==> config.mk <==
export PLATFORM = sky130hd
export DESIGN_NAME = bank_mapper_top
export DESIGN_NICKNAME = d
export VERILOG_FILES = /design/src/rtl/bm_pkg.sv /design/src/rtl/bm_size_decode.sv /design/src/rtl/bm_addr_map.sv /design/src/rtl/bm_arbiter.sv /design/src/rtl/bank_mapper_top.sv
export SDC_FILE = /design/constraint.sdc
export NUM_CORES = 1
export LEC_CHECK = 0
export ABC_AREA = 1
export BUFFER_PORTS_ARGS = -buffer_cell sky130_fd_sc_hd__buf_2
export CORE_MARGIN = 8
export CORE_UTILIZATION = 47
export CTS_CLUSTER_DIAMETER = 150
export DETAILED_ROUTE_END_ITERATION = 6
export PLACE_DENSITY = 0.83
export SLEW_MARGIN = 20
export SYNTH_ARGS = -nofsm -noshare
export SYNTH_HDL_FRONTEND = slang
export SYNTH_SLANG_ARGS = --single-unit
==> constraint.sdc <==
create_clock -name clk -period 7.4 [get_ports clk]
set_clock_uncertainty 0.15 [all_clocks]
set_input_delay 1.85 -clock clk [delete_from_list [all_inputs] [get_ports clk]]
set_output_delay 1.85 -clock clk [all_outputs]
set_load 0.1 [all_outputs]
==> src/rtl/bm_pkg.sv <==
package bm_pkg;
    localparam int CODE_W = 3;

    typedef enum logic [1:0] {
        ST_FREE,
        ST_VIDEO,
        ST_CPU_A
    } own_e;
endpackage

==> src/rtl/bm_size_decode.sv <==
module bm_size_decode
    import bm_pkg::*;
#(
    parameter int ADDR_W   = 27,
    parameter int MB_SHIFT = 20
) (
    input  logic [CODE_W-1:0] code,
    output logic [ADDR_W-1:0] size,
    output logic              illegal
);
    always_comb begin
        size    = '0;
        illegal = 1'b0;
        unique case (code)
            3'd0: size = '0;
            3'd1: size[MB_SHIFT]     = 1'b1;
            3'd2: size[MB_SHIFT + 2] = 1'b1;
            3'd3: size[MB_SHIFT + 4] = 1'b1;
            3'd4: size[MB_SHIFT + 6] = 1'b1;
            default: illegal = 1'b1;
        endcase
    end
endmodule

==> src/rtl/bm_addr_map.sv <==
module bm_addr_map #(
    parameter int ADDR_W = 27,
    parameter int OFF_W  = 26
) (
    input  logic [ADDR_W-1:0] addr,
    input  logic [ADDR_W-1:0] size_a,
    input  logic [ADDR_W-1:0] size_b,
    output logic              sel_a,
    output logic              sel_b,
    output logic              oor,
    output logic [OFF_W-1:0]  offset
);
    localparam int SUM_W = ADDR_W + 1;

    logic [SUM_W-1:0] addr_x;
    logic [SUM_W-1:0] end_b;
    logic [SUM_W-1:0] end_a;
    logic [SUM_W-1:0] rel_a;

    always_comb begin
        addr_x = {1'b0, addr};
        end_b  = {1'b0, size_b};
        end_a  = end_b + {1'b0, size_a};
        rel_a  = addr_x - end_b;
        sel_b  = 1'b0;
        sel_a  = 1'b0;
        oor    = 1'b0;
        offset = '0;
        if (addr_x < end_b) begin
            sel_b  = 1'b1;
            offset = addr[OFF_W-1:0];
        end else if (addr_x < end_a) begin
            sel_a  = 1'b1;
            offset = rel_a[OFF_W-1:0];
        end else begin
            oor = 1'b1;
        end
    end
endmodule

==> src/rtl/bm_arbiter.sv <==
module bm_arbiter
    import bm_pkg::*;
(
    input  logic clk,
    input  logic rst_n,
    input  logic vid_req,
    input  logic cpu_want_a,
    output logic vid_gnt,
    output logic cpu_a_slot
);
    own_e state_q, state_d;

    always_comb begin
        state_d = state_q;
        unique case (state_q)
            ST_FREE:  if (vid_req) state_d = ST_VIDEO;
                      else if (cpu_want_a) state_d = ST_CPU_A;
            ST_VIDEO: if (vid_req) state_d = ST_VIDEO;
                      else if (cpu_want_a) state_d = ST_CPU_A;
                      else state_d = ST_FREE;
            ST_CPU_A: if (vid_req) state_d = ST_VIDEO;
                      else if (cpu_want_a) state_d = ST_CPU_A;
                      else state_d = ST_FREE;
            default:  state_d = ST_FREE;
        endcase
    end

    always_ff @(posedge clk or negedge rst_n) begin
        if (!rst_n) state_q <= ST_FREE;
        else        state_q <= state_d;
    end

    always_comb begin
        vid_gnt    = 1'b0;
        cpu_a_slot = 1'b0;
        unique case (state_q)
            ST_FREE:  ;
            ST_VIDEO: vid_gnt = 1'b1;
            ST_CPU_A: cpu_a_slot = 1'b1;
            default:  ;
        endcase
    end

    // video wins bank A in the cycle after it asks
    p_video_wins_r7: assert property (@(posedge clk) disable iff (!rst_n)
        vid_req |=> vid_gnt);

    // grant released once the request is sampled low
    p_video_release_r7: assert property (@(posedge clk) disable iff (!rst_n)
        (vid_gnt && !vid_req) |=> !vid_gnt);

    // waiting processor takes bank A right after a burst
    p_burst_handoff_r9: assert property (@(posedge clk) disable iff (!rst_n)
        (vid_gnt && !vid_req && cpu_want_a) |=> cpu_a_slot);
endmodule

==> src/rtl/bank_mapper_top.sv <==
module bank_mapper_top
    import bm_pkg::*;
#(
    parameter int MB_SHIFT = 20,
    parameter int ADDR_W   = MB_SHIFT + 7,
    parameter int OFF_W    = MB_SHIFT + 6
) (
    input  logic              clk,
    input  logic              rst_n,
    input  logic [CODE_W-1:0] size_a_code,
    input  logic [CODE_W-1:0] size_b_code,
    input  logic [ADDR_W-1:0] cpu_addr,
    input  logic              cpu_req,
    input  logic              vid_req,
    output logic              sel_a,
    output logic              sel_b,
    output logic [OFF_W-1:0]  bank_offset,
    output logic              out_of_range,
    output logic              cfg_err,
    output logic              cpu_gnt,
    output logic              vid_gnt
);
    localparam int NBANK = 2;

    logic [NBANK-1:0][CODE_W-1:0] codes;
    logic [NBANK-1:0][ADDR_W-1:0] sizes;
    logic [NBANK-1:0]             bad;
    logic                         cpu_a_slot;
    logic                         cpu_want_a;

    assign codes = {size_b_code, size_a_code};

    for (genvar gi = 0; gi < NBANK; gi++) begin : g_dec
        bm_size_decode #(.ADDR_W(ADDR_W), .MB_SHIFT(MB_SHIFT)) u_dec (
            .code    (codes[gi]),
            .size    (sizes[gi]),
            .illegal (bad[gi])
        );
    end

    assign cfg_err = |bad;

    bm_addr_map #(.ADDR_W(ADDR_W), .OFF_W(OFF_W)) u_map (
        .addr   (cpu_addr),
        .size_a (sizes[0]),
        .size_b (sizes[1]),
        .sel_a  (sel_a),
        .sel_b  (sel_b),
        .oor    (out_of_range),
        .offset (bank_offset)
    );

    assign cpu_want_a = cpu_req & sel_a;

    bm_arbiter u_arb (
        .clk        (clk),
        .rst_n      (rst_n),
        .vid_req    (vid_req),
        .cpu_want_a (cpu_want_a),
        .vid_gnt    (vid_gnt),
        .cpu_a_slot (cpu_a_slot)
    );

    assign cpu_gnt = cpu_req & (sel_b | (sel_a & cpu_a_slot));

    // bank B traffic is never held off
    p_b_no_stall_r6: assert property (@(posedge clk) disable iff (!rst_n)
        (cpu_req && sel_b) |-> cpu_gnt);

    // one owner of bank A per cycle
    p_a_exclusive_r10: assert property (@(posedge clk) disable iff (!rst_n)
        !(vid_gnt && cpu_gnt && sel_a));

    // out-of-range selects nothing and is never granted
    p_oor_quiet_r5: assert property (@(posedge clk) disable iff (!rst_n)
        out_of_range |-> (!sel_a && !sel_b && !cpu_gnt));
endmodule

Yosys cells after proc, flatten, opt, wreduce, memory -nomap -nowiden
Index checks and enable logic that the tools add are counted.
{"block": "word_totals", "output_inout_bits": 32, "word_cells": 51, "reg_bits": 2, "in_bits": 37}
{"block": "op_classes", "n_reduce_logical": 7, "n_eq_ne": 11, "addsub": 2, "order_cmp": 2, "n_mux": 24, "bitwise_logic": 4}
{"cell": "2-to-1 mux 26 bit", "count": 2}
{"cell": "adder 27 x 27 -> 28 bit", "count": 1}
{"cell": "less-than comparator 27 x 28 -> 1 bit", "count": 1}
{"cell": "less-than comparator 27 bit", "count": 1}
{"cell": "subtractor 26 x 25 -> 26 bit", "count": 1}
{"cell": "2-to-1 mux 1 bit", "count": 17}
{"cell": "== test 3 x 2 -> 1 bit (second input constant)", "count": 4}
{"cell": "OR reduction 5 bit", "count": 2}
{"cell": "2-to-1 mux 2 bit", "count": 4}
{"cell": "== test 3 x 1 -> 1 bit (second input constant)", "count": 2}
{"cell": "== test 3 bit (second input constant)", "count": 2}
{"cell": "logical NOT 3 bit", "count": 2}
{"cell": "case mux 2 bit (2 select lines)", "count": 1}
{"cell": "OR reduction 2 bit", "count": 2}
{"cell": "bitwise AND 1 bit", "count": 3}
{"cell": "!= test 3 bit (second input constant)", "count": 1}
{"cell": "== test 2 x 1 -> 1 bit (second input constant)", "count": 1}
{"cell": "== test 2 bit (second input constant)", "count": 1}
{"cell": "logical NOT 2 bit", "count": 1}
{"cell": "OR 1 bit", "count": 1}

Longest topological paths before layout
Gate-level depths: netlist (run 1).
{"block": "logic_depth", "word_depth": 10, "depth_mapped": 15, "depth_no_buf": 14}

Hierarchy
Synthesis (run 1) repeated with hierarchy kept, for this count alone.
{"block": "unflattened", "hier_cells": 1020, "area_unflattened_um2": 5460.2}
{"module": "bm_addr_map", "seq_area_each_um2": 0.0, "n_inst": 1, "cells_per_inst": 921, "area_each_um2": 4820.9}
{"module": "bm_size_decode", "seq_area_each_um2": 0.0, "n_inst": 2, "cells_per_inst": 36, "area_each_um2": 221.5}
{"module": "bm_arbiter", "seq_area_each_um2": 50.0, "n_inst": 1, "cells_per_inst": 21, "area_each_um2": 170.2}
{"module": "bank_mapper_top", "seq_area_each_um2": 0.0, "n_inst": 1, "cells_per_inst": 6, "area_each_um2": 26.3}

Worst setup path before layout (run 1)
Ideal clock, no wire load.
{"block": "synth_path", "kind": "in2out", "startpoint": "input size_b_code[0]", "endpoint": "output cpu_gnt", "arrival_ns": 4.922, "t_required_ns": 5.400, "slack_ns": 0.478, "cell_stages": 11, "path_buffers": 0, "cell_sequence": "inv_1 nor3_1 inv_1 ha_1 nand2_1 nand2_2 a21oi_4 nand2_4 inv_1 nor2_1 nor2_1"}
{"block": "synth_between", "word_cells_on_any_way": 17, "cone_classes": "add/sub: 1; order compare: 2; eq/ne: 4; mux: 7; bitwise: 3"}
{"item": "start, declared", "line": "bank_mapper_top.sv:11", "source": "input logic [CODE_W-1:0] size_b_code,"}
{"item": "== test 3 x 1 -> 1 bit (tied with other cells)", "line": "bm_size_decode.sv:14", "source": "unique case (code)"}
{"item": "2-to-1 mux 1 bit", "line": "bm_size_decode.sv:14"}
{"item": "less-than comparator 27 bit *", "line": "bm_addr_map.sv:29", "source": "if (addr_x < end_b) begin"}
{"item": "2-to-1 mux 1 bit *", "line": "bm_addr_map.sv:29"}
{"item": "net sel_b", "line": "bank_mapper_top.sv:16", "source": "output logic sel_b,"}
{"item": "OR 1 bit *", "line": "bank_mapper_top.sv:64", "source": "assign cpu_gnt = cpu_req & (sel_b | (sel_a & cpu_a_slot));"}
{"item": "bitwise AND 1 bit *", "line": "bank_mapper_top.sv:64"}
{"item": "end, declared", "line": "bank_mapper_top.sv:20", "source": "output logic cpu_gnt,"}
The timed path passes the listed nets; every way through them passes the cells marked *.

Worst setup path in the final report (run 1)
{"block": "layout_path", "startpoint": "input size_b_code[0]", "endpoint": "output bank_offset[21]"}
{"block": "layout_between", "elab_chain_cells": 6, "word_cells_on_any_way": 14, "cone_classes": "add/sub: 2; order compare: 2; eq/ne: 4; mux: 6"}
{"item": "== test 3 x 1 -> 1 bit (tied with other cells)", "line": "bm_size_decode.sv:14"}
{"item": "2-to-1 mux 1 bit", "line": "bm_size_decode.sv:14"}
{"item": "adder 27 x 27 -> 28 bit", "line": "bm_addr_map.sv:23", "source": "end_a = end_b + {1'b0, size_a};"}
{"item": "less-than comparator 27 x 28 -> 1 bit", "line": "bm_addr_map.sv:32", "source": "end else if (addr_x < end_a) begin"}
{"item": "2-to-1 mux 26 bit", "line": "bm_addr_map.sv:32"}
{"item": "2-to-1 mux 26 bit *", "line": "bm_addr_map.sv:29"}
{"item": "end, declared", "line": "bank_mapper_top.sv:17", "source": "output logic [OFF_W-1:0] bank_offset,"}
Every way passes the cells marked *; elsewhere a longest branch is shown, timed or not.

==> results of run 1 <==
layer usage:
layer	wire length, um	part of all wire, %
met5	0	0
met4	0	0
met3	328	12
met2	1340	47
met1	1170	41
per-stage QoR:
step                      utilization (%)  cells
after detailed placement             62.0    271
after global placement               62.0    271
after floorplan                         -    175
after CTS                            62.9    274
after global routing                 62.9    274
final                                62.9    274
layout by cell type (no fill, tap or decap), types with 2 or more instances in the layout:
master	Yosys	routed
nand2_1	29	29
a21oi_1	4	4
nand2_4	2	2
inv_2	3	3
inv_1	50	50
nand2_2	6	6
nand3_1	4	4
ha_1	19	19
buf_2	0	68
nor3_1	7	7
o21ai_1	4	4
nor2_1	13	13
nand4_1	2	2
dfrtp_1	2	2
clkbuf_4	0	3
nor2_4	19	19
kinds of logic (layout without fill, tap and decap cells):
| family | count (synthesis) | count (layout) |
|---|---|---|
| xor gates and xnor gates | 2 | 2 |
| and+or+nand+nor | 84 | 84 |
| buffers and inverters | 56 | 125 |
| AOI/OAI and AO/OA | 12 | 12 |
| DFF | 2 | 2 |
| adders and majority gates | 19 | 19 |
path summary, 6_finish.rpt:
| path | slack (ns) | end | start |
|---|---|---|---|
| max | 1.39 | bank_offset[21] | size_b_code[0] |
| min | 0.41 | u_arb.state_q[1] | u_arb.state_q[1] |
| max reg2reg | 5.88 | u_arb.state_q[0] | u_arb.state_q[0] |
| min reg2reg | 0.41 | u_arb.state_q[1] | u_arb.state_q[1] |
| max in group asynchronous | 5.74 | u_arb.state_q[0] | rst_n |
| min in group asynchronous | 1.26 | u_arb.state_q[1] | rst_n |
report_power, final:
part,total (uW),internal (uW),switching (uW)
clock,24.2,17.9,6.27
sequential,16.1,13.4,2.74
combinational,284,51.2,233
total,325,82.4,242
worst min-delay path, delay by kind of cell (launching register included):
kind / cells / cell delay [ns]
flip-flops: 1 / 0.38
AND/OR/NAND/NOR: 2 / 0.15
layout make-up:
type / instances / share of cell area (%)
Timing Repair Buffer: 68 / 22.6
Inverter: 54 / 13.8
Tap cell: 30 / 2.50
Sequential cell: 2 / 3.33
Multi-Input combinational cell: 117 / 56.2
Clock buffer: 3 / 1.50
==> results.md, run 1 <==
- Count leader, synth: inv_1
- Storage cell area: about 50 sq um
- Placement Cell Area: 1480 sq um
- Cts repair resizes: 0
- Area occupied by multi-input gates: between 800 and 900 sq um
- Post-route cell area: 1500 sq um
- Root Driver: clkbuf_4
- DR iter-0 viols: 43
- Post-synth top cells: inv_1 (50), nand2_1 (29), ha_1 (19), nor2_4 (19), nor2_1 (13)
- Levels on crit path: 14
- Initial antenna violation count: 0
- Initial core utilization: between 40% and 50%
- Buf/Inv on CP: 5
- Total power: 325 uW
- Post-route DRC: 0
- Router iterations before antenna repair: 3
- Largest Register: u_arb.state_q
- CTS tree: yes
- GR Util All Layers: 12.8%
- Largest area contributor in the netlist: ha_1
- Startpoint class of the critical path: input pin
- Hold Crit Class: reg2reg
- GP Congestion: roughly 0.8
- Cell area after synthesis: 1140 sq um
- Most Used Layer, Global Route: met2
- FP Rows: 18
- Status: complete, no violations
- Grt met2 use: about a quarter
- Area fraction in compound gates after synthesis: 6.57%
- Unrepaired setup endpoints after global routing: no
- Crit-path most repeated cell: inv_1
- First-pass GRT wire length: 4650 um
- Seq cells post-synth: 2
- Hold path cells: 2
- # nets final: roughly 300
- # diodes: 0
- Layout cells sized above 1: 43.0%
- Final WL: 2840 um
- Crit path max-delay family: buffers and inverters
- Worst r2r path cells: 5
- Main combinational cell family by area after synthesis: simple AND/OR/NAND/NOR gates
- Pwr per Cell Area: 216 nW/um^2
- Number of I/O port buffers: 68
- Via density: 4.57
- Hold slack: 0.412 ns
- FMAX: 0.166 GHz
- Largest net degree at the start of global routing: 22
- Clock slew at reported path FFs: 0.03 ns
- Dpl hpwl: 2610 um
- Max reg flops: 2
- Worst vdd ir: between 0.2 and 0.25 mV
- Crit Path Class: in2out
- Register area share after synthesis: approximately 4.4%
- Die X: 65.3 um
- Final ANT Viol Nets: 0
- CP Data Arrival Time: 4.01 ns
- CTS max path bufs: 2
- Ys Warns: 0
- Netlist cell types: 24
- Met3 usage: around 4.9%
- Worst slew margin: 66.7%
- Largest registers: u_arb.state_q (2)
- Place WS: 1.36 ns
- Met1 GRT Util: 13.5%
- Setup crit end kind: primary output
- CP max FO: 5
- Max-cap viol count: 0
- Syn_nets: 231
- TritonCTS Buffers: 3
- Final period util: 81.2%
- Clk sinks: 2
- Post-CTS Setup Inserts: 0
- Fillers: 245
- Number of setup violations in the final report: 0
- Worst-Skew Late Latency: 0.22 ns
- Final Max Slew Viols: 0
- Worst path slowest cell: buf_2
- Adder-cell share of the synthesized area: 20.8%
- Cts-stage hold buffer count: 0
- Die Y: 65.3 um
- Post-synthesis mux area share: 0%
- Simple-Gate Fraction of Synth Area: 45.0%
- Number of synthesized flops with an enable pin: 0
- Max incr delay on CP: roughly 0.44 ns
- Primary flip-flop cell chosen by synthesis mapping: dfrtp_1
- P_leak: 0.000961 uW
- Final Worst Setup Slack: 1.39 ns
- DR vias: about 1300
- Synth top area share: 20.8%
- H-tree Lvls: 1
- I/O pins: between 60 and 70
- GRT overflow: 0
- Die area: 4260 sq um
- Fin crit period: 6.01 ns
- Area delta synth->final: 31.5%
- CP cell instances: buf_2, inv_1, nor3_1, ha_1, inv_1, ha_1, a21oi_1, nor2_1, nor2_2, inv_1, a21oi_1, nand2_1, o21ai_1, buf_2
- Total core area: approximately 2400 sq um
- Vias in the first global route: 1164
- Req. time, crit path: 5.40 ns
- Final hold vios: 0
- WL per Instance: 10.3 um
- Synth area leaders: ha_1 (21%), nor2_4 (19%), inv_1 (16%)
- Fin Setup TNS: 0 ns
- Asr flop ratio synth: 100%
- Synth Area per Inst: 6.53 sq um
- Xor and xnor area share after synthesis: approximately 1.5%
- Tightest Pin Transition: 0.502 ns
- Syn Inst Count: 175
(Power assumes the default switching activity.)
==> inputs of run 2 (changes only) <==
--- a/config.mk
+++ b/config.mk
@@ -8,10 +8,10 @@
 export ABC_AREA = 1
 export BUFFER_PORTS_ARGS = -buffer_cell sky130_fd_sc_hd__buf_2
 export CORE_MARGIN = 8
-export CORE_UTILIZATION = 47
+export CORE_UTILIZATION = 40
 export CTS_CLUSTER_DIAMETER = 150
 export DETAILED_ROUTE_END_ITERATION = 6
-export PLACE_DENSITY = 0.83
+export PLACE_DENSITY = 0.75
 export SLEW_MARGIN = 20
 export SYNTH_ARGS = -nofsm -noshare
 export SYNTH_HDL_FRONTEND = slang
==> constraint.sdc (replaced) <==
create_clock -name clk -period 5 [get_ports clk]
set_clock_uncertainty 0.15 [all_clocks]
set_input_delay 1.25 -clock clk [delete_from_list [all_inputs] [get_ports clk]]
set_output_delay 1.25 -clock clk [all_outputs]
set_load 0.1 [all_outputs]
==> run 2 against run 1 <==
Via count is 3.8% lower. Die area is 13% higher. Total power is 78% higher. Largest power group unchanged. Highest routed layer unchanged.
==> results.md, run 2 (same netlist as run 1, synthesis figures left out) <==
- Status: complete, no violations
- # diodes: 0
- Post-CTS Setup Inserts: 0
- CTS max path bufs: 2
- H-tree Lvls: 1
- Final period util: 94.8%
- Final hold vios: 0
- Initial core utilization: between 40% and 50%
- Total core area: roughly 2700 sq um
- Setup crit end kind: primary output
- # nets final: 302
- Vias in the first global route: 1125
- DR iter-0 viols: 17
- Number of setup violations in the final report: 0
- DP Cell Count: around 270
- Sw Pwr: 376 uW
- Via density: between 4 and 5
- Worst-Skew Late Latency: 0.22 ns
- Final ANT Viol Nets: 0
- CP max FO: 5
- Placement Cell Area: 1900 sq um
- P_leak: 0.00108 uW
- Seq pwr share: under 10%
- Unrepaired setup endpoints after global routing: no
- Hold Crit Class: reg2reg
- Worst slew margin: about two thirds
- Area delta synth->final: 68.0%
- Root Driver: clkbuf_4
- Cts-stage hold buffer count: 0
- Clk sinks: 2
- Logic pwr share: 90.0%
- Final Max Slew Viols: 0
- FMAX: approximately 0.21 GHz
- FF-to-FF Start: u_arb.state_q[0]
- Req. time, crit path: about 3.6 ns
- Die X: 69.4 um
- Largest Register: u_arb.state_q
- TritonCTS Buffers: 3
- Hold Crit Start: u_arb.state_q[1]
- Fin Setup TNS: 0 ns
- WL per Instance: 11.0 um
- Router iterations before antenna repair: 3
- Max-cap viol count: 0
- Die area: 4820 sq um
- Pwr per Cell Area: 301 nW/um^2
- Final WL: slightly above 3000 um
- Post-route cell area: between 1500 and 2000 sq um
- Layout cells sized above 1: 46.3%
- First-pass GRT wire length: 5160 um
- GP Congestion: 0.790
- Number of I/O port buffers: roughly 70
- Post-route DRC: 0
- Crit Path Class: in2out
- Pint: 203 uW
- Die Y: 69.4 um
- Tightest Pin Transition: 0.500 ns
- Final Worst Setup Slack: about 0.26 ns
- Largest registers: u_arb.state_q (2)
- DR vias: 1205
- Largest net degree at the start of global routing: 22
- Most common cell after layout, fill and taps aside: inv_1
- Clock share of power: 5.9%
- Cts repair resizes: 0
- Worst setup path startpoint: size_b_code[0]
- Startpoint class of the critical path: input pin
- Initial antenna violation count: 0
- Place WS: ~0.26 ns
- FP Rows: 19
- Worst vdd ir: between 0.2 and 0.3 mV
- GR Util All Layers: 12.1%
- GRT overflow: 0
- Dpl hpwl: 2790 um
- CTS tree: yes
- Switching share of power: about two thirds
- Fin crit period: 4.74 ns
- Clock slew at reported path FFs: around 0.030 ns
- I/O pins: between 60 and 70
- CP Data Arrival Time: 3.34 ns
- Non-Filler Instances: 275
- Most frequent cells in the layout: inv_1 (50), buf_2 (42), nand2_1 (29), buf_12 (26)
- Max reg flops: 2
run 2: worst max-delay path, stage by stage:
cell     delay, ns
buf_2         0.09
inv_1         0.05
nor3_1        0.28
ha_1          0.20
inv_1         0.04
ha_1          0.28
a21oi_1       0.13
nor2_1        0.06
nor2_2        0.15
inv_1         0.06
a21oi_1       0.15
nand2_1       0.18
o21ai_2       0.22
buf_12        0.20
run 2: path summary, 6_finish.rpt:
kind,endpoint,slack [ns],cells past startpoint
setup reg to reg,u_arb.state_q[0],3.50,5
min in group asynchronous,u_arb.state_q[1],0.66,1
max in group asynchronous,u_arb.state_q[0],3.94,1
setup / recovery,bank_offset[24],0.26,14
hold / removal,u_arb.state_q[1],0.41,2
hold reg to reg,u_arb.state_q[1],0.41,2
run 2: per-stage QoR:
step | power (uW) | utilization (%) | hold slack [ns]
6_report | 578 | 70.2 | 0.409
5_1_grt | 608 | 70.2 | 0.441
4_1_cts | 585 | 70.2 | 0.418
3_5_place_dp | 548 | 69.4 | 0.411
3_3_place_gp | 544 | 69.4 | 0.416
2_1_floorplan | 401 | - | 0.368
run 2: final cells by class:
cell class / count / area, sq um
fill: 204 / 815
multi-input combinational: 117 / 870
timing repair buffer: 68 / 731
inverter: 54 / 208
sequential: 2 / 50.0
clock buffer: 3 / 22.5
tap: 31 / 38.8
run 2: power groups by stage:
stage / logic, uW / clock network (uW) / registers [uW]
2_1_floorplan: 378 / 0 / 22.9
3_3_place_gp: 521 / 0 / 23.9
3_5_place_dp: 525 / 0 / 23.8
4_1_cts: 525 / 36.3 / 23.7
5_1_grt: 546 / 37.8 / 24.4
6_report: 521 / 34.3 / 23.6
run 2: per-layer routing:
layer	up-vias	share of wire [%]	global-route usage (%)
met5	-	0	0
met1	495	49	15.8
met4	0	0	1.37
met3	0	8.8	4.58
met2	51	42	19.0
li1	659	-	-
==> inputs of run 3 (changes only) <==
--- a/config.mk
+++ b/config.mk
@@ -12,6 +12,7 @@
 export CTS_CLUSTER_DIAMETER = 150
 export DETAILED_ROUTE_END_ITERATION = 6
 export PLACE_DENSITY = 0.75
+export REMOVE_ABC_BUFFERS = 1
 export SLEW_MARGIN = 20
 export SYNTH_ARGS = -nofsm -noshare
 export SYNTH_HDL_FRONTEND = slang
==> run 3 against run 2 <==
Worst setup slack improved by 0.012 ns. Non-clock buffer count rose by 2. Flip-flop and latch count is the same. Final area is 0.78% higher. Largest cell class unchanged. Largest power group unchanged.
==> results.md, run 3 (same netlist as run 1, synthesis figures left out) <==
- Status: complete, no violations
- FF-to-FF Start: u_arb.state_q[0]
- Max incr delay on CP: 0.28 ns
- Total core area: 2730 sq um
- Root Driver: clkbuf_4
- Final Worst Setup Slack: around 0.27 ns
- Startpoint class of the critical path: input pin
- Hold endpoint: u_arb.state_q[1]
- GRT overflow: 0
- First-pass GRT wire length: ~5700 um
- Layout cells sized above 1: 44.7%
- Setup crit end kind: primary output
- TritonCTS Buffers: 3
- FMAX: 0.211 GHz
- Number of setup violations in the final report: 0
- Met3 usage: 5.01%
- Largest registers: u_arb.state_q (2)
- Tightest Pin Transition: 0.490 ns
- Max-cap viol count: 0
- Via density: 4.55
- CTS tree: yes
- Dpl hpwl: 3200 um
- # nets final: between 300 and 400
- Buf/Inv on CP: 5
- GR Util All Layers: a little over an eighth
- Grt met2 use: 27.2%
- Final hold vios: 0
- Worst path slowest cell: ha_1
- Most frequent cells in the layout: inv_1 (50), buf_2 (42), nand2_1 (29), buf_12 (27)
- Initial antenna violation count: 0
- DP Cell Count: around 270
- R2R setup slack: 3.48 ns
- Placement Cell Area: 1900 sq um
- I/O pins: 69
- # diodes: 0
- Initial core utilization: 41.8%
- Largest Register: u_arb.state_q
- Place WS: roughly 0.25 ns
- H-tree Lvls: 1
- Worst vdd ir: 0.296 mV
- Req. time, crit path: between 3 and 4 ns
- Worst slew margin: 67.6%
- WL per Instance: 12.3 um
- Largest net degree at the start of global routing: 13
- Crit-path most repeated cell: inv_1
- Clock slew at reported path FFs: roughly 0.030 ns
- Crit Path Class: in2out
- Clk sinks: 2
- Final period util: 94.6%
- Worst r2r path cells: 5
- Most common cell after layout, fill and taps aside: inv_1
- FP Rows: 19
- Met1 GRT Util: a little over an eighth
- Fillers: 229
- CP cell instances: buf_2, inv_1, nor3_1, ha_1, inv_1, ha_1, a21oi_1, nor2_1, nor2_2, inv_1, a21oi_1, nand2_1, o21ai_1, buf_12
- Number of I/O port buffers: 68
- DR vias: 1259
- Die Y: 69.4 um
- Cts-stage hold buffer count: 0
- Final Max Slew Viols: 0
- Hold Crit Class: reg2reg
- Die area: 4820 sq um
- Final ANT Viol Nets: 0
- Non-Filler Instances: between 200 and 300
- Router iterations before antenna repair: 4
- Crit path max-delay family: simple AND/OR/NAND/NOR gates
- CP Data Arrival Time: 3.33 ns
- Area delta synth->final: 69.3%
- Max reg flops: 2
- Worst flop-to-flop path endpoint: u_arb.state_q[0]
- Die X: 69.4 um
- Hold path cells: 2
- P_leak: between 0.001 and 0.0015 uW
- Hold Crit Start: u_arb.state_q[1]
- Post-route DRC: 0
- Vias in the first global route: 1287
- Most Used Layer, Global Route: met2
- Post-route cell area: 1930 sq um
- Pwr per Cell Area: 304 nW/um^2
- DR iter-0 viols: 78
- Worst-Skew Late Latency: roughly 0.22 ns
- CP max FO: 5
- GP Congestion: 0.800
- CTS max path bufs: 2
- Final WL: 3420 um
- Total power: slightly below 600 uW
- Fin crit period: 4.73 ns
- Unrepaired setup endpoints after global routing: no
[run 3: cell count changes in the layout (fill, tap and decap cells not counted), sizes merged]
| cell | previous run | this run |
|---|---|---|
| buf | 68 | 70 |
[run 3: area by class of cell]
type                    count  area (sq um)  share of cell area (%)
clock buffers               3          22.5                    1.16
well taps                  31          38.8                    2.01
flip-flops and latches      2          50.0                    2.59
multi-input cells         117           857                    44.3
repair buffers             70           758                    39.2
inverters                  54           208                    10.7
[run 3: timing repair]
item / in CTS / in global routing
buffers inserted: 0 / 0
endpoints found under the setup margin: 0 / 4
resized for setup: 0 / 3
hold endpoints to repair: 0 / 0
[run 3: worst max-delay path by stage]
| stage | startpoint | depth (start not counted) | slack [ns] | end |
|---|---|---|---|---|
| after floorplan | size_b_code[0] | 11 | -0.72 | cpu_gnt |
| after global placement | size_b_code[2] | 13 | 0.33 | bank_offset[24] |
| after detailed placement | size_b_code[0] | 14 | 0.25 | bank_offset[24] |
| after CTS | size_b_code[0] | 14 | 0.24 | bank_offset[24] |
| after global routing | size_b_code[0] | 15 | 0.05 | bank_offset[20] |
| final | size_a_code[0] | 14 | 0.27 | bank_offset[22] |
[run 3: per-layer routing]
metal | wire, um | share of wire (%)
met5 | 0 | 0
met4 | 0 | 0
met1 | 1220 | 36
met2 | 1910 | 56
met3 | 291 | 8.5
[run 3: tightest hold or removal path: cells and delay by family, from the launching register on]
| family | cells | cell delay [ns] |
|---|---|---|
| flops | 1 | 0.38 |
| simple gates | 2 | 0.15 |
[run 3: report_power, final]
group | internal [uW] | switching, uW | total (uW)
registers | 19.8 | 4.03 | 23.8
clock network | 26.4 | 8.38 | 34.8
logic | 163 | 368 | 530
[run 3: metrics by stage]
step / utilization, % / TNS (ns) / hold WS, ns
floorplan: - / -3.00 / 0.368
global placement: 69.5 / 0 / 0.407
detailed placement: 69.5 / 0 / 0.409
CTS: 70.3 / 0 / 0.416
global route: 70.8 / 0 / 0.438
finish: 70.8 / 0 / 0.406
